==> config.mk <==
export PLATFORM = sky130hd
export DESIGN_NAME = cfg_image_loader
export DESIGN_NICKNAME = d
export VERILOG_FILES = /design/src/rtl/cfg_ldr_pkg.sv /design/src/rtl/cfg_cell_rx.sv /design/src/rtl/cfg_streamer.sv /design/src/rtl/cfg_image_loader.sv
export SDC_FILE = /design/constraint.sdc
export NUM_CORES = 1
export LEC_CHECK = 0
export ABC_AREA = 0
export BUFFER_PORTS_ARGS = -buffer_cell sky130_fd_sc_hd__buf_2
export CAP_MARGIN = 40
export CORE_MARGIN = 4
export CORE_UTILIZATION = 59
export CTS_CLUSTER_SIZE = 16
export DETAILED_ROUTE_END_ITERATION = 10
export PLACE_DENSITY = 0.95
export SLEW_MARGIN = 5
export SYNTH_ARGS = -nofsm -noshare
export SYNTH_HDL_FRONTEND = slang
export SYNTH_SLANG_ARGS = --single-unit
==> constraint.sdc <==
create_clock -name clk -period 4.5 [get_ports clk]
set_input_delay 0.45 -clock clk [delete_from_list [all_inputs] [get_ports clk]]
set_output_delay 0.45 -clock clk [all_outputs]
set_load 0.02 [all_outputs]
==> src/rtl/cfg_ldr_pkg.sv <==
package cfg_ldr_pkg;
  typedef enum logic [1:0] {CELL_ACC, CELL_DUP, CELL_NAK} cell_cls_e;
  typedef enum logic {RX_HDR, RX_PAY} rx_st_e;
  typedef enum logic [2:0] {
    ST_IDLE, ST_INIT, ST_WAIT, ST_FETCH, ST_LATCH, ST_SEND, ST_DONE
  } strm_st_e;
endpackage

==> src/rtl/cfg_cell_rx.sv <==
module cfg_cell_rx
  import cfg_ldr_pkg::*;
#(
  parameter int DATA_W = 32,
  parameter int WPC    = 11,
  parameter int SEQ_W  = 6,
  parameter int AW     = 10
) (
  input  logic              clk,
  input  logic              rst_n,
  input  logic              cell_valid,
  input  logic              cell_sop,
  input  logic [DATA_W-1:0] cell_data,
  output logic              ack_valid,
  output logic              ack_nack,
  output logic [SEQ_W-1:0]  ack_seq,
  output logic              mem_we,
  output logic [AW-1:0]     mem_waddr,
  output logic [DATA_W-1:0] mem_wdata,
  output logic              img_complete,
  output logic [AW:0]       img_words
);
  localparam int IDX_W = (WPC > 1) ? $clog2(WPC) : 1;
  localparam int CNT_W = SEQ_W + 1;
  localparam logic [AW-1:0]    WPC_A   = AW'(WPC);
  localparam logic [IDX_W-1:0] IDX_END = IDX_W'(WPC - 1);

  rx_st_e            rx_q, rx_d;
  cell_cls_e         cls_q, cls_d, hdr_cls;
  logic [SEQ_W-1:0]  seq_q, seq_d, hdr_seq;
  logic              last_q, last_d;
  logic [IDX_W-1:0]  idx_q, idx_d;
  logic [AW-1:0]     addr_q, addr_d;
  logic [CNT_W-1:0]  expect_q, expect_d, total_q, total_d;
  logic              cmpl_q, cmpl_d;
  logic              ackv_q, ackv_d, nack_q, nack_d;
  logic [SEQ_W-1:0]  aseq_q, aseq_d;

  assign hdr_seq = cell_data[SEQ_W-1:0];

  always_comb begin
    if (cmpl_q || ({1'b0, hdr_seq} < expect_q)) hdr_cls = CELL_DUP;
    else if ({1'b0, hdr_seq} == expect_q)       hdr_cls = CELL_ACC;
    else                                        hdr_cls = CELL_NAK;
  end

  always_comb begin
    rx_d     = rx_q;
    cls_d    = cls_q;
    seq_d    = seq_q;
    last_d   = last_q;
    idx_d    = idx_q;
    addr_d   = addr_q;
    expect_d = expect_q;
    total_d  = total_q;
    cmpl_d   = cmpl_q;
    ackv_d   = 1'b0;
    nack_d   = nack_q;
    aseq_d   = aseq_q;
    case (rx_q)
      RX_HDR: begin
        if (cell_valid && cell_sop) begin
          rx_d   = RX_PAY;
          cls_d  = hdr_cls;
          seq_d  = hdr_seq;
          last_d = cell_data[DATA_W-1];
          idx_d  = '0;
          addr_d = AW'(hdr_seq) * WPC_A;
        end
      end
      default: begin
        if (cell_valid) begin
          if (idx_q == IDX_END) begin
            rx_d   = RX_HDR;
            ackv_d = 1'b1;
            nack_d = (cls_q == CELL_NAK);
            aseq_d = (cls_q == CELL_NAK) ? expect_q[SEQ_W-1:0] : seq_q;
            if (cls_q == CELL_ACC) begin
              expect_d = expect_q + 1'b1;
              if (last_q) begin
                cmpl_d  = 1'b1;
                total_d = expect_q + 1'b1;
              end
            end
          end else begin
            idx_d  = idx_q + 1'b1;
            addr_d = addr_q + 1'b1;
          end
        end
      end
    endcase
  end

  always_ff @(posedge clk or negedge rst_n) begin
    if (!rst_n) begin
      rx_q     <= RX_HDR;
      cls_q    <= CELL_DUP;
      seq_q    <= '0;
      last_q   <= 1'b0;
      idx_q    <= '0;
      addr_q   <= '0;
      expect_q <= '0;
      total_q  <= '0;
      cmpl_q   <= 1'b0;
      ackv_q   <= 1'b0;
      nack_q   <= 1'b0;
      aseq_q   <= '0;
    end else begin
      rx_q     <= rx_d;
      cls_q    <= cls_d;
      seq_q    <= seq_d;
      last_q   <= last_d;
      idx_q    <= idx_d;
      addr_q   <= addr_d;
      expect_q <= expect_d;
      total_q  <= total_d;
      cmpl_q   <= cmpl_d;
      ackv_q   <= ackv_d;
      nack_q   <= nack_d;
      aseq_q   <= aseq_d;
    end
  end

  assign mem_we       = (rx_q == RX_PAY) && cell_valid && (cls_q == CELL_ACC);
  assign mem_waddr    = addr_q;
  assign mem_wdata    = cell_data;
  assign ack_valid    = ackv_q;
  assign ack_nack     = nack_q;
  assign ack_seq      = aseq_q;
  assign img_complete = cmpl_q;
  assign img_words    = (AW+1)'(total_q) * (AW+1)'(WPC);

  // writes land only inside the window of the expected cell
  p_write_window_r1: assert property (@(posedge clk) disable iff (!rst_n)
    mem_we |-> (int'(mem_waddr) >= int'(expect_q) * WPC) &&
               (int'(mem_waddr) <  (int'(expect_q) + 1) * WPC));
  p_ack_single_r4: assert property (@(posedge clk) disable iff (!rst_n)
    ack_valid |=> !ack_valid);
  p_complete_sticky_r5: assert property (@(posedge clk) disable iff (!rst_n)
    img_complete |=> img_complete);
  p_no_write_done_r3: assert property (@(posedge clk) disable iff (!rst_n)
    img_complete |-> !mem_we);
endmodule

==> src/rtl/cfg_streamer.sv <==
module cfg_streamer
  import cfg_ldr_pkg::*;
#(
  parameter int DATA_W   = 32,
  parameter int AW       = 10,
  parameter int INIT_CYC = 4
) (
  input  logic              clk,
  input  logic              rst_n,
  input  logic              img_complete,
  input  logic [AW:0]       img_words,
  input  logic              cmd_valid,
  input  logic              cmd_partial,
  output logic              cmd_resp_valid,
  output logic              cmd_resp_ok,
  output logic              mem_re,
  output logic [AW-1:0]     mem_raddr,
  input  logic [DATA_W-1:0] mem_rdata,
  output logic              dev_prog_n,
  input  logic              dev_ready,
  output logic              cfg_we,
  output logic [7:0]        cfg_byte,
  input  logic              cfg_busy,
  output logic              prog_done
);
  localparam int BPW  = DATA_W / 8;
  localparam int BI_W = (BPW > 1) ? $clog2(BPW) : 1;
  localparam int IW   = $clog2(INIT_CYC + 1);
  localparam int SW   = AW + 1 + BI_W + 1;
  localparam logic [BI_W-1:0] BYTE_END = BI_W'(BPW - 1);
  localparam logic [IW-1:0]   INIT_END = IW'(INIT_CYC - 1);

  strm_st_e          st_q, st_d;
  logic              part_q, part_d;
  logic [AW-1:0]     word_q, word_d;
  logic [BI_W-1:0]   byte_q, byte_d;
  logic [IW-1:0]     init_q, init_d;
  logic [DATA_W-1:0] shift_q, shift_d;
  logic              rv_q, rv_d, rok_q, rok_d;
  logic [SW-1:0]     sent_q, sent_d;
  logic              can_start, we_now;

  assign can_start = img_complete && ((st_q == ST_IDLE) || (st_q == ST_DONE));
  assign we_now    = (st_q == ST_SEND) && !cfg_busy;

  always_comb begin
    st_d    = st_q;
    part_d  = part_q;
    word_d  = word_q;
    byte_d  = byte_q;
    init_d  = init_q;
    shift_d = shift_q;
    sent_d  = we_now ? sent_q + 1'b1 : sent_q;
    rv_d    = cmd_valid;
    rok_d   = cmd_valid && can_start;
    case (st_q)
      ST_IDLE, ST_DONE: begin
        if (cmd_valid && can_start) begin
          part_d = cmd_partial;
          word_d = '0;
          byte_d = '0;
          init_d = '0;
          sent_d = '0;
          st_d   = cmd_partial ? ST_FETCH : ST_INIT;
        end
      end
      ST_INIT: begin
        if (init_q == INIT_END) st_d = ST_WAIT;
        else                    init_d = init_q + 1'b1;
      end
      ST_WAIT:  if (dev_ready) st_d = ST_FETCH;
      ST_FETCH: st_d = ST_LATCH;
      ST_LATCH: begin
        shift_d = mem_rdata;
        st_d    = ST_SEND;
      end
      default: begin
        if (!cfg_busy) begin
          shift_d = shift_q << 8;
          if (byte_q == BYTE_END) begin
            byte_d = '0;
            if ({1'b0, word_q} == img_words - 1'b1) begin
              st_d = ST_DONE;
            end else begin
              word_d = word_q + 1'b1;
              st_d   = ST_FETCH;
            end
          end else begin
            byte_d = byte_q + 1'b1;
          end
        end
      end
    endcase
  end

  always_ff @(posedge clk or negedge rst_n) begin
    if (!rst_n) begin
      st_q    <= ST_IDLE;
      part_q  <= 1'b0;
      word_q  <= '0;
      byte_q  <= '0;
      init_q  <= '0;
      shift_q <= '0;
      rv_q    <= 1'b0;
      rok_q   <= 1'b0;
      sent_q  <= '0;
    end else begin
      st_q    <= st_d;
      part_q  <= part_d;
      word_q  <= word_d;
      byte_q  <= byte_d;
      init_q  <= init_d;
      shift_q <= shift_d;
      rv_q    <= rv_d;
      rok_q   <= rok_d;
      sent_q  <= sent_d;
    end
  end

  assign cmd_resp_valid = rv_q;
  assign cmd_resp_ok    = rok_q;
  assign mem_re         = (st_q == ST_FETCH);
  assign mem_raddr      = word_q;
  assign dev_prog_n     = (st_q != ST_INIT);
  assign cfg_we         = we_now;
  assign cfg_byte       = shift_q[DATA_W-1 -: 8];
  assign prog_done      = (st_q == ST_DONE);

  p_ok_needs_image_r6: assert property (@(posedge clk) disable iff (!rst_n)
    (cmd_resp_valid && cmd_resp_ok) |-> img_complete);
  p_partial_no_init_r8: assert property (@(posedge clk) disable iff (!rst_n)
    (!dev_prog_n) |-> !part_q);
  p_hold_byte_r9: assert property (@(posedge clk) disable iff (!rst_n)
    ((st_q == ST_SEND) && cfg_busy) |=> $stable(cfg_byte));
  p_done_count_r10: assert property (@(posedge clk) disable iff (!rst_n)
    $rose(prog_done) |-> (sent_q == SW'(img_words) * SW'(BPW)));
endmodule

==> src/rtl/cfg_image_loader.sv <==
module cfg_image_loader #(
  parameter int DATA_W   = 32,
  parameter int WPC      = 11,
  parameter int SEQ_W    = 6,
  parameter int INIT_CYC = 4,
  localparam int AW      = $clog2((2 ** SEQ_W) * WPC)
) (
  input  logic              clk,
  input  logic              rst_n,
  input  logic              cell_valid,
  input  logic              cell_sop,
  input  logic [DATA_W-1:0] cell_data,
  output logic              ack_valid,
  output logic              ack_nack,
  output logic [SEQ_W-1:0]  ack_seq,
  output logic              mem_we,
  output logic [AW-1:0]     mem_waddr,
  output logic [DATA_W-1:0] mem_wdata,
  output logic              mem_re,
  output logic [AW-1:0]     mem_raddr,
  input  logic [DATA_W-1:0] mem_rdata,
  input  logic              cmd_valid,
  input  logic              cmd_partial,
  output logic              cmd_resp_valid,
  output logic              cmd_resp_ok,
  output logic              img_complete,
  output logic              dev_prog_n,
  input  logic              dev_ready,
  output logic              cfg_we,
  output logic [7:0]        cfg_byte,
  input  logic              cfg_busy,
  output logic              prog_done
);
  logic [1:0]  rst_sync_q;
  logic        rst_n_s;
  logic [AW:0] img_words;

  always_ff @(posedge clk or negedge rst_n) begin
    if (!rst_n) rst_sync_q <= 2'b00;
    else        rst_sync_q <= {rst_sync_q[0], 1'b1};
  end
  assign rst_n_s = rst_sync_q[1];

  cfg_cell_rx #(.DATA_W(DATA_W), .WPC(WPC), .SEQ_W(SEQ_W), .AW(AW)) u_rx (
    .clk(clk), .rst_n(rst_n_s),
    .cell_valid(cell_valid), .cell_sop(cell_sop), .cell_data(cell_data),
    .ack_valid(ack_valid), .ack_nack(ack_nack), .ack_seq(ack_seq),
    .mem_we(mem_we), .mem_waddr(mem_waddr), .mem_wdata(mem_wdata),
    .img_complete(img_complete), .img_words(img_words)
  );

  cfg_streamer #(.DATA_W(DATA_W), .AW(AW), .INIT_CYC(INIT_CYC)) u_strm (
    .clk(clk), .rst_n(rst_n_s),
    .img_complete(img_complete), .img_words(img_words),
    .cmd_valid(cmd_valid), .cmd_partial(cmd_partial),
    .cmd_resp_valid(cmd_resp_valid), .cmd_resp_ok(cmd_resp_ok),
    .mem_re(mem_re), .mem_raddr(mem_raddr), .mem_rdata(mem_rdata),
    .dev_prog_n(dev_prog_n), .dev_ready(dev_ready),
    .cfg_we(cfg_we), .cfg_byte(cfg_byte), .cfg_busy(cfg_busy),
    .prog_done(prog_done)
  );
endmodule

# After elaboration in Yosys (flattened, before gate mapping)

Index checks and enable logic that the tools add are counted.

Word-level logic and storage cells: 124
Register bits after elaboration: 101

Multiplexer cells: 40
Add/subtract/negate cells: 7
$mul: 2
Reductions and logical operators: 28
$lt $le $gt $ge: 1
Equal/unequal tests: 23
Bitwise operators: 3

Operators with widths:

| operator                                             | number |
|---|---|
| two-way mux 10 bit                                   | 8 |
| one-hot mux 32 bit (2 select lines)                  | 1 |
| two-way mux 32 bit                                   | 1 |
| two-way mux 3 bit                                    | 8 |
| adder 10 x 1 -> 10 bit (second input constant)       | 2 |
| one-hot mux 10 bit (2 select lines)                  | 1 |
| two-way mux 4 bit                                    | 4 |
| one-hot mux 3 bit (5 select lines)                   | 1 |
| AND reduction 5 bit                                  | 3 |
| two-way mux 2 bit                                    | 6 |
| AND reduction 3 bit                                  | 4 |
| equality test 10 x 11 -> 1 bit                       | 1 |
| multiplier 7 x 4 -> 11 bit (second input constant)   | 1 |
| subtractor 11 x 1 -> 11 bit (second input constant)  | 1 |
| multiplier 6 x 4 -> 10 bit (second input constant)   | 1 |
| != test 2 bit (second input constant)                | 5 |
| equality test 3 x 2 -> 1 bit (second input constant) | 3 |
| equality test 3 bit (second input constant)          | 3 |
| != test 2 x 1 -> 1 bit (second input constant)       | 4 |
| adder 7 x 1 -> 7 bit (second input constant)         | 1 |
| equality test 6 x 7 -> 1 bit                         | 1 |
| less-than comparator 6 x 7 -> 1 bit                  | 1 |
| two-way mux 1 bit                                    | 7 |
| logical AND 1 bit                                    | 6 |
| 23 further kinds                                     | 30 |

# Logic depth before layout (Yosys ltp)

Depth in word-level cells: 7
Depth in mapped cells: 15

# Cells and area by module

Synthesis repeated with hierarchy kept, for this count alone.

Cells, all modules: 704
Area, all modules: 6618.8 um^2

Modules (own cells, without submodules):

| module           | instances | sequential area each (um^2) | area each (um^2) | cells each |
|---|---|---|---|---|
| cfg_cell_rx      | 1         | 1177.4                      | 3537.1           | 387 |
| cfg_streamer     | 1         | 1301.2                      | 3027.9           | 314 |
| cfg_image_loader | 1         | 50.0                        | 53.8             | 3 |

# Worst setup path after synthesis

OpenSTA, ideal clock, no wires.

Path type: register to register
Start: register u_rx.total_q[1]
End: register u_strm.word_q[3], in the netlist u_strm.mem_raddr[3]
Setup slack: 0.957 ns
Buffers on the path: 1
Period minus slack after synthesis: 3.543 ns
Arrival: 3.423 ns
Library setup time: 0.120 ns
Stages on the path, launching flop included: 14
Cells stage by stage: dfrtp_1 -> inv_1 -> fa_1 -> inv_1 -> fa_1 -> ha_1 -> or4_4 -> o22ai_2 -> xnor2_1 -> nand4b_4 -> o31ai_4 -> buf_6 -> nor2_2 -> a41o_1

Longest elaborated chain between the ends: 5

Ends and longest elaborated chain:

| item                                 | RTL line            | RTL |
|---|---|---|
| start: declaration                   | cfg_cell_rx.sv:34   | `logic [CNT_W-1:0] expect_q, expect_d, total_q, total_d;` |
| start signal: assignment             | cfg_cell_rx.sv:116  | `total_q <= total_d;` |
| multiplier 7 x 4 -> 11 bit           | cfg_cell_rx.sv:131  | `assign img_words = (AW+1)'(total_q) * (AW+1)'(WPC);` |
| subtractor 11 x 1 -> 11 bit          | cfg_streamer.sv:82  | `if ({1'b0, word_q} == img_words - 1'b1) begin` |
| equality test 10 x 11 -> 1 bit       | cfg_streamer.sv:82  |  |
| != test 2 bit (no source line)       | n/a                 |  |
| AND reduction 5 bit (no source line) | n/a                 |  |
| end signal: assignment               | cfg_streamer.sv:110 | `word_q <= word_d;` |
| end: declaration                     | cfg_streamer.sv:35  | `logic [AW-1:0] word_q, word_d;` |

No other way between the ends.
A chain may end at the register's enable or synchronous reset.

# Worst setup path after layout

Ends and elaborated chain as after synthesis.

==> out/qor.yml <==
finalWorstSetupSlack_ns: 0.569
cts_inserted_buffers: 9
route.antenna.remaining_nets: 0
cts-root-buf: "sky130_fd_sc_hd__clkbuf_8"
final_period_util_pct: 87.4
dominant_synthesized_flop_cell: "sky130_fd_sc_hd__dfrtp_1"
critical_path.top_delay_family: "adder cells"
clock_sink_count: 101
postSynthRegisterBits: 101
synthesis.nets: 820
floorplan.die_area_um2: 12800
starting_density_of_the_core_pct: 60.2
synth_common_cells: "sky130_fd_sc_hd__dfrtp_1 (100), sky130_fd_sc_hd__nand2_1 (83), sky130_fd_sc_hd__inv_1 (55), sky130_fd_sc_hd__o21ai_0 (55), sky130_fd_sc_hd__ha_1 (46)"
critPathBufInv: 2
min_period_ns: 3.93
fill_cells: 856
route.final.wire_length_um: 13800
die_y_um: 113
cp_cell_sequence: "inv_1 -> fa_1 -> inv_1 -> fa_1 -> ha_1 -> or4_4 -> o22ai_2 -> xnor2_1 -> nand4b_4 -> o31ai_4 -> nor2_2 -> a41o_1"
grt_use_total_pct: 22.0
grt_max_degree: 57
hold_buffer_count_at_cts: 1
vdd_ir_drop_max_mv: 0.491
critical_path_required_ns: 4.77
post_synth_inst_count: 689
synthMostInstantiatedCell: "sky130_fd_sc_hd__dfrtp_1"
cp_slowest_stage_delay_ns: 0.58
setup_buffers_after_cts: 0
synth.distinct_cells: 68
totalNegativeSetupSlack_ns: 0
global_route.overflow_total: 0
chip_width_um: 113
synth_to_layout_area_growth_pct: 7.78
final-hold-violation-count: 0
worstPathArrival_ns: 4.20
route.detailed.wl_per_inst_um: 15.6
synth_top_cell_by_area: "sky130_fd_sc_hd__dfrtp_1"
grt_antenna_before_repair: 0
detailedPlace.worstSlack_ns: 0.585
static_leakage_uw: 0.00344
timing_worst_setup_path_type: "reg2reg"
detail_route.first_pass.iterations: 5
number_of_non_filler_instances_in_the_completed_layout: 882
async_flop_share_pct: 100
port-buffer-count: 97
dr_total_vias: 5033
timing.clock.skew_ns: 0.0250
rsz0062_at_grt: "false"
post_dp_cell_area_um2: 6780
end_kind: "flip-flop"
fp-row-count: 38
outcome: "finished clean"
worstHoldPathType: "in2reg"
layout-drive-gt1-share_pct: 18.5
remaining_drc_errors: 0
synth_area_per_cell_um2: 9.43
placed_cells_incl_taps: 865
tritoncts: "yes"
routed_via_density: 5.71
synth-seq-area-share_pct: 38.9
slew_headroom_pct: 50.4
setup_viol_count_final: 0
drt_iter0_markers: 372
diodes: 0
number_of_enable_flip_flop_cells_after_synthesis: 0
first_global_vias: 5024
finalMaxSlewViolations: 0
final_area_um2: 7000
num_io_pins: 148
synth_area_leaders: "sky130_fd_sc_hd__dfrtp_1 (39%), sky130_fd_sc_hd__ha_1 (8.9%), sky130_fd_sc_hd__nand2_1 (4.8%)"
synth_area_um2: 6500
worstMarginPinSlew_ns: 0.737
path_max_fanout: 11
p_per_area_nw_per_um2: 696
yosysWarningCount: 0
global_route_wire_length_before_repair_um: 23100
cts_max_level: 3
max_freq_mhz: 254
yosysTopAreaCellShare_pct: 38.5
post-dp-hpwl_um: 10400
globalplace.congestion: 0.871
post_cts.resized_instances: 0
worst_skew_pair.late_latency_ns: 0.38
drv_cap: 0
design.final.nets: 868
cts.path.max_buffers: 2
cts.clk_slew.worst_paths_ns: 0.11
cell_with_the_largest_stage_delay_on_the_worst_path: "sky130_fd_sc_hd__o31ai_4"
core-area_um2: 10800
worstSetupStartpointType: "flip-flop"
state kept, by name, summed over array words and instances (netlist names):
register	flops
u_rx.last_q	1
u_strm.shift_q	32
u_strm.init_q	3
u_rx.total_q	7
u_rx.ack_valid	1
u_rx.img_complete	1
u_strm.byte_q	2
rst_sync_q	2
u_rx.ack_nack	1
u_rx.ack_seq	6
u_strm.mem_raddr	10
u_rx.cls_q	2
u_rx.mem_waddr	10
u_rx.seq_q	6
u_strm.cmd_resp_valid	1
u_rx.expect_q	7
u_rx.rx_q	1
u_strm.st_q	3
u_strm.cmd_resp_ok	1
u_rx.idx_q	4
report_power, final:
part / switching [µW] / internal [µW] / total, µW
registers: 325 / 1220 / 1550
clock network: 368 / 225 / 593
logic: 1600 / 1140 / 2740
logic make-up (layout without fill, tap and decap cells):
family / Yosys count / in the layout / share of synthesized area, %
AO/OA/AOI/OAI: 155 / 155 / 15.5
XOR/XNOR: 34 / 34 / 4.70
adder cells (fa/ha/maj): 59 / 59 / 12.9
buffers and inverters: 119 / 172 / 9.51
flip-flops: 101 / 101 / 38.9
multiplexers: 32 / 32 / 4.97
other: 1 / 1 / 0.0577
AND/OR/NAND/NOR: 188 / 188 / 13.5
final cells by class:
class	instances	area, µm²	share of cell area [%]
tap	140	175	2.50
inverter	55	206	2.95
timing repair buffer	101	518	7.40
multi-input combinational	469	3360	47.9
sequential	101	2530	36.2
clock buffer	9	124	1.77
clock inverter	7	91.3	1.30
layout by cell type (no fill, tap or decap), drive strengths merged, types with 7 or more instances in the layout:
cell type / instances
dfrtp: 100
xnor2: 28
nand2: 83
fa: 13
clkbuf: 9
mux2i: 30
a22o: 9
inv: 57
nor2: 37
o21ai: 61
nor4: 7
nor3: 11
ha: 46
a21o: 10
nand3: 24
buf: 100
a21oi: 32
worst paths after layout:
| check | depth (start not counted) | slack, ns | end | from |
|---|---|---|---|---|
| min in group asynchronous | 0 | 0.35 | u_rx.idx_q[3] | rst_sync_q[1] |
| min reg2reg | 0 | 0.35 | u_rx.idx_q[3] | rst_sync_q[1] |
| max | 12 | 0.57 | u_strm.mem_raddr[3] | u_rx.total_q[1] |
| max reg2reg | 12 | 0.57 | u_strm.mem_raddr[3] | u_rx.total_q[1] |
| max in group asynchronous | 1 | 3.04 | u_strm.mem_raddr[8] | rst_sync_q[1] |
| min | 1 | 0.23 | u_strm.cmd_resp_valid | cmd_valid |
worst register-to-register path, stage by stage, from the launching register on:
cell	delay (ns)
sky130_fd_sc_hd__dfrtp_1	0.50
sky130_fd_sc_hd__inv_1	0.15
sky130_fd_sc_hd__fa_1	0.55
sky130_fd_sc_hd__inv_1	0.05
sky130_fd_sc_hd__fa_1	0.46
sky130_fd_sc_hd__ha_1	0.27
sky130_fd_sc_hd__or4_4	0.49
sky130_fd_sc_hd__o22ai_2	0.14
sky130_fd_sc_hd__xnor2_1	0.09
sky130_fd_sc_hd__nand4b_4	0.21
sky130_fd_sc_hd__o31ai_4	0.58
sky130_fd_sc_hd__nor2_2	0.10
sky130_fd_sc_hd__a41o_1	0.26
per-stage QoR:
step,hold WS [ns],total power (µW),util [%]
2_1_floorplan,0.154,3730,-
3_3_place_gp,0.236,4120,62.8
3_5_place_dp,0.245,4280,62.8
4_1_cts,0.211,4890,64.9
5_1_grt,0.213,5300,64.9
6_report,0.232,4880,64.9
layer usage:
layer | part of all wire [%] | global-route usage, % | wire length, µm
met1 | 42 | 27.1 | 5730
met2 | 51 | 39.0 | 7040
met3 | 5.2 | 3.58 | 718
met4 | 2.1 | 8.09 | 295
met5 | 0 | 0 | 0
Power figures use the tool's default switching activity.
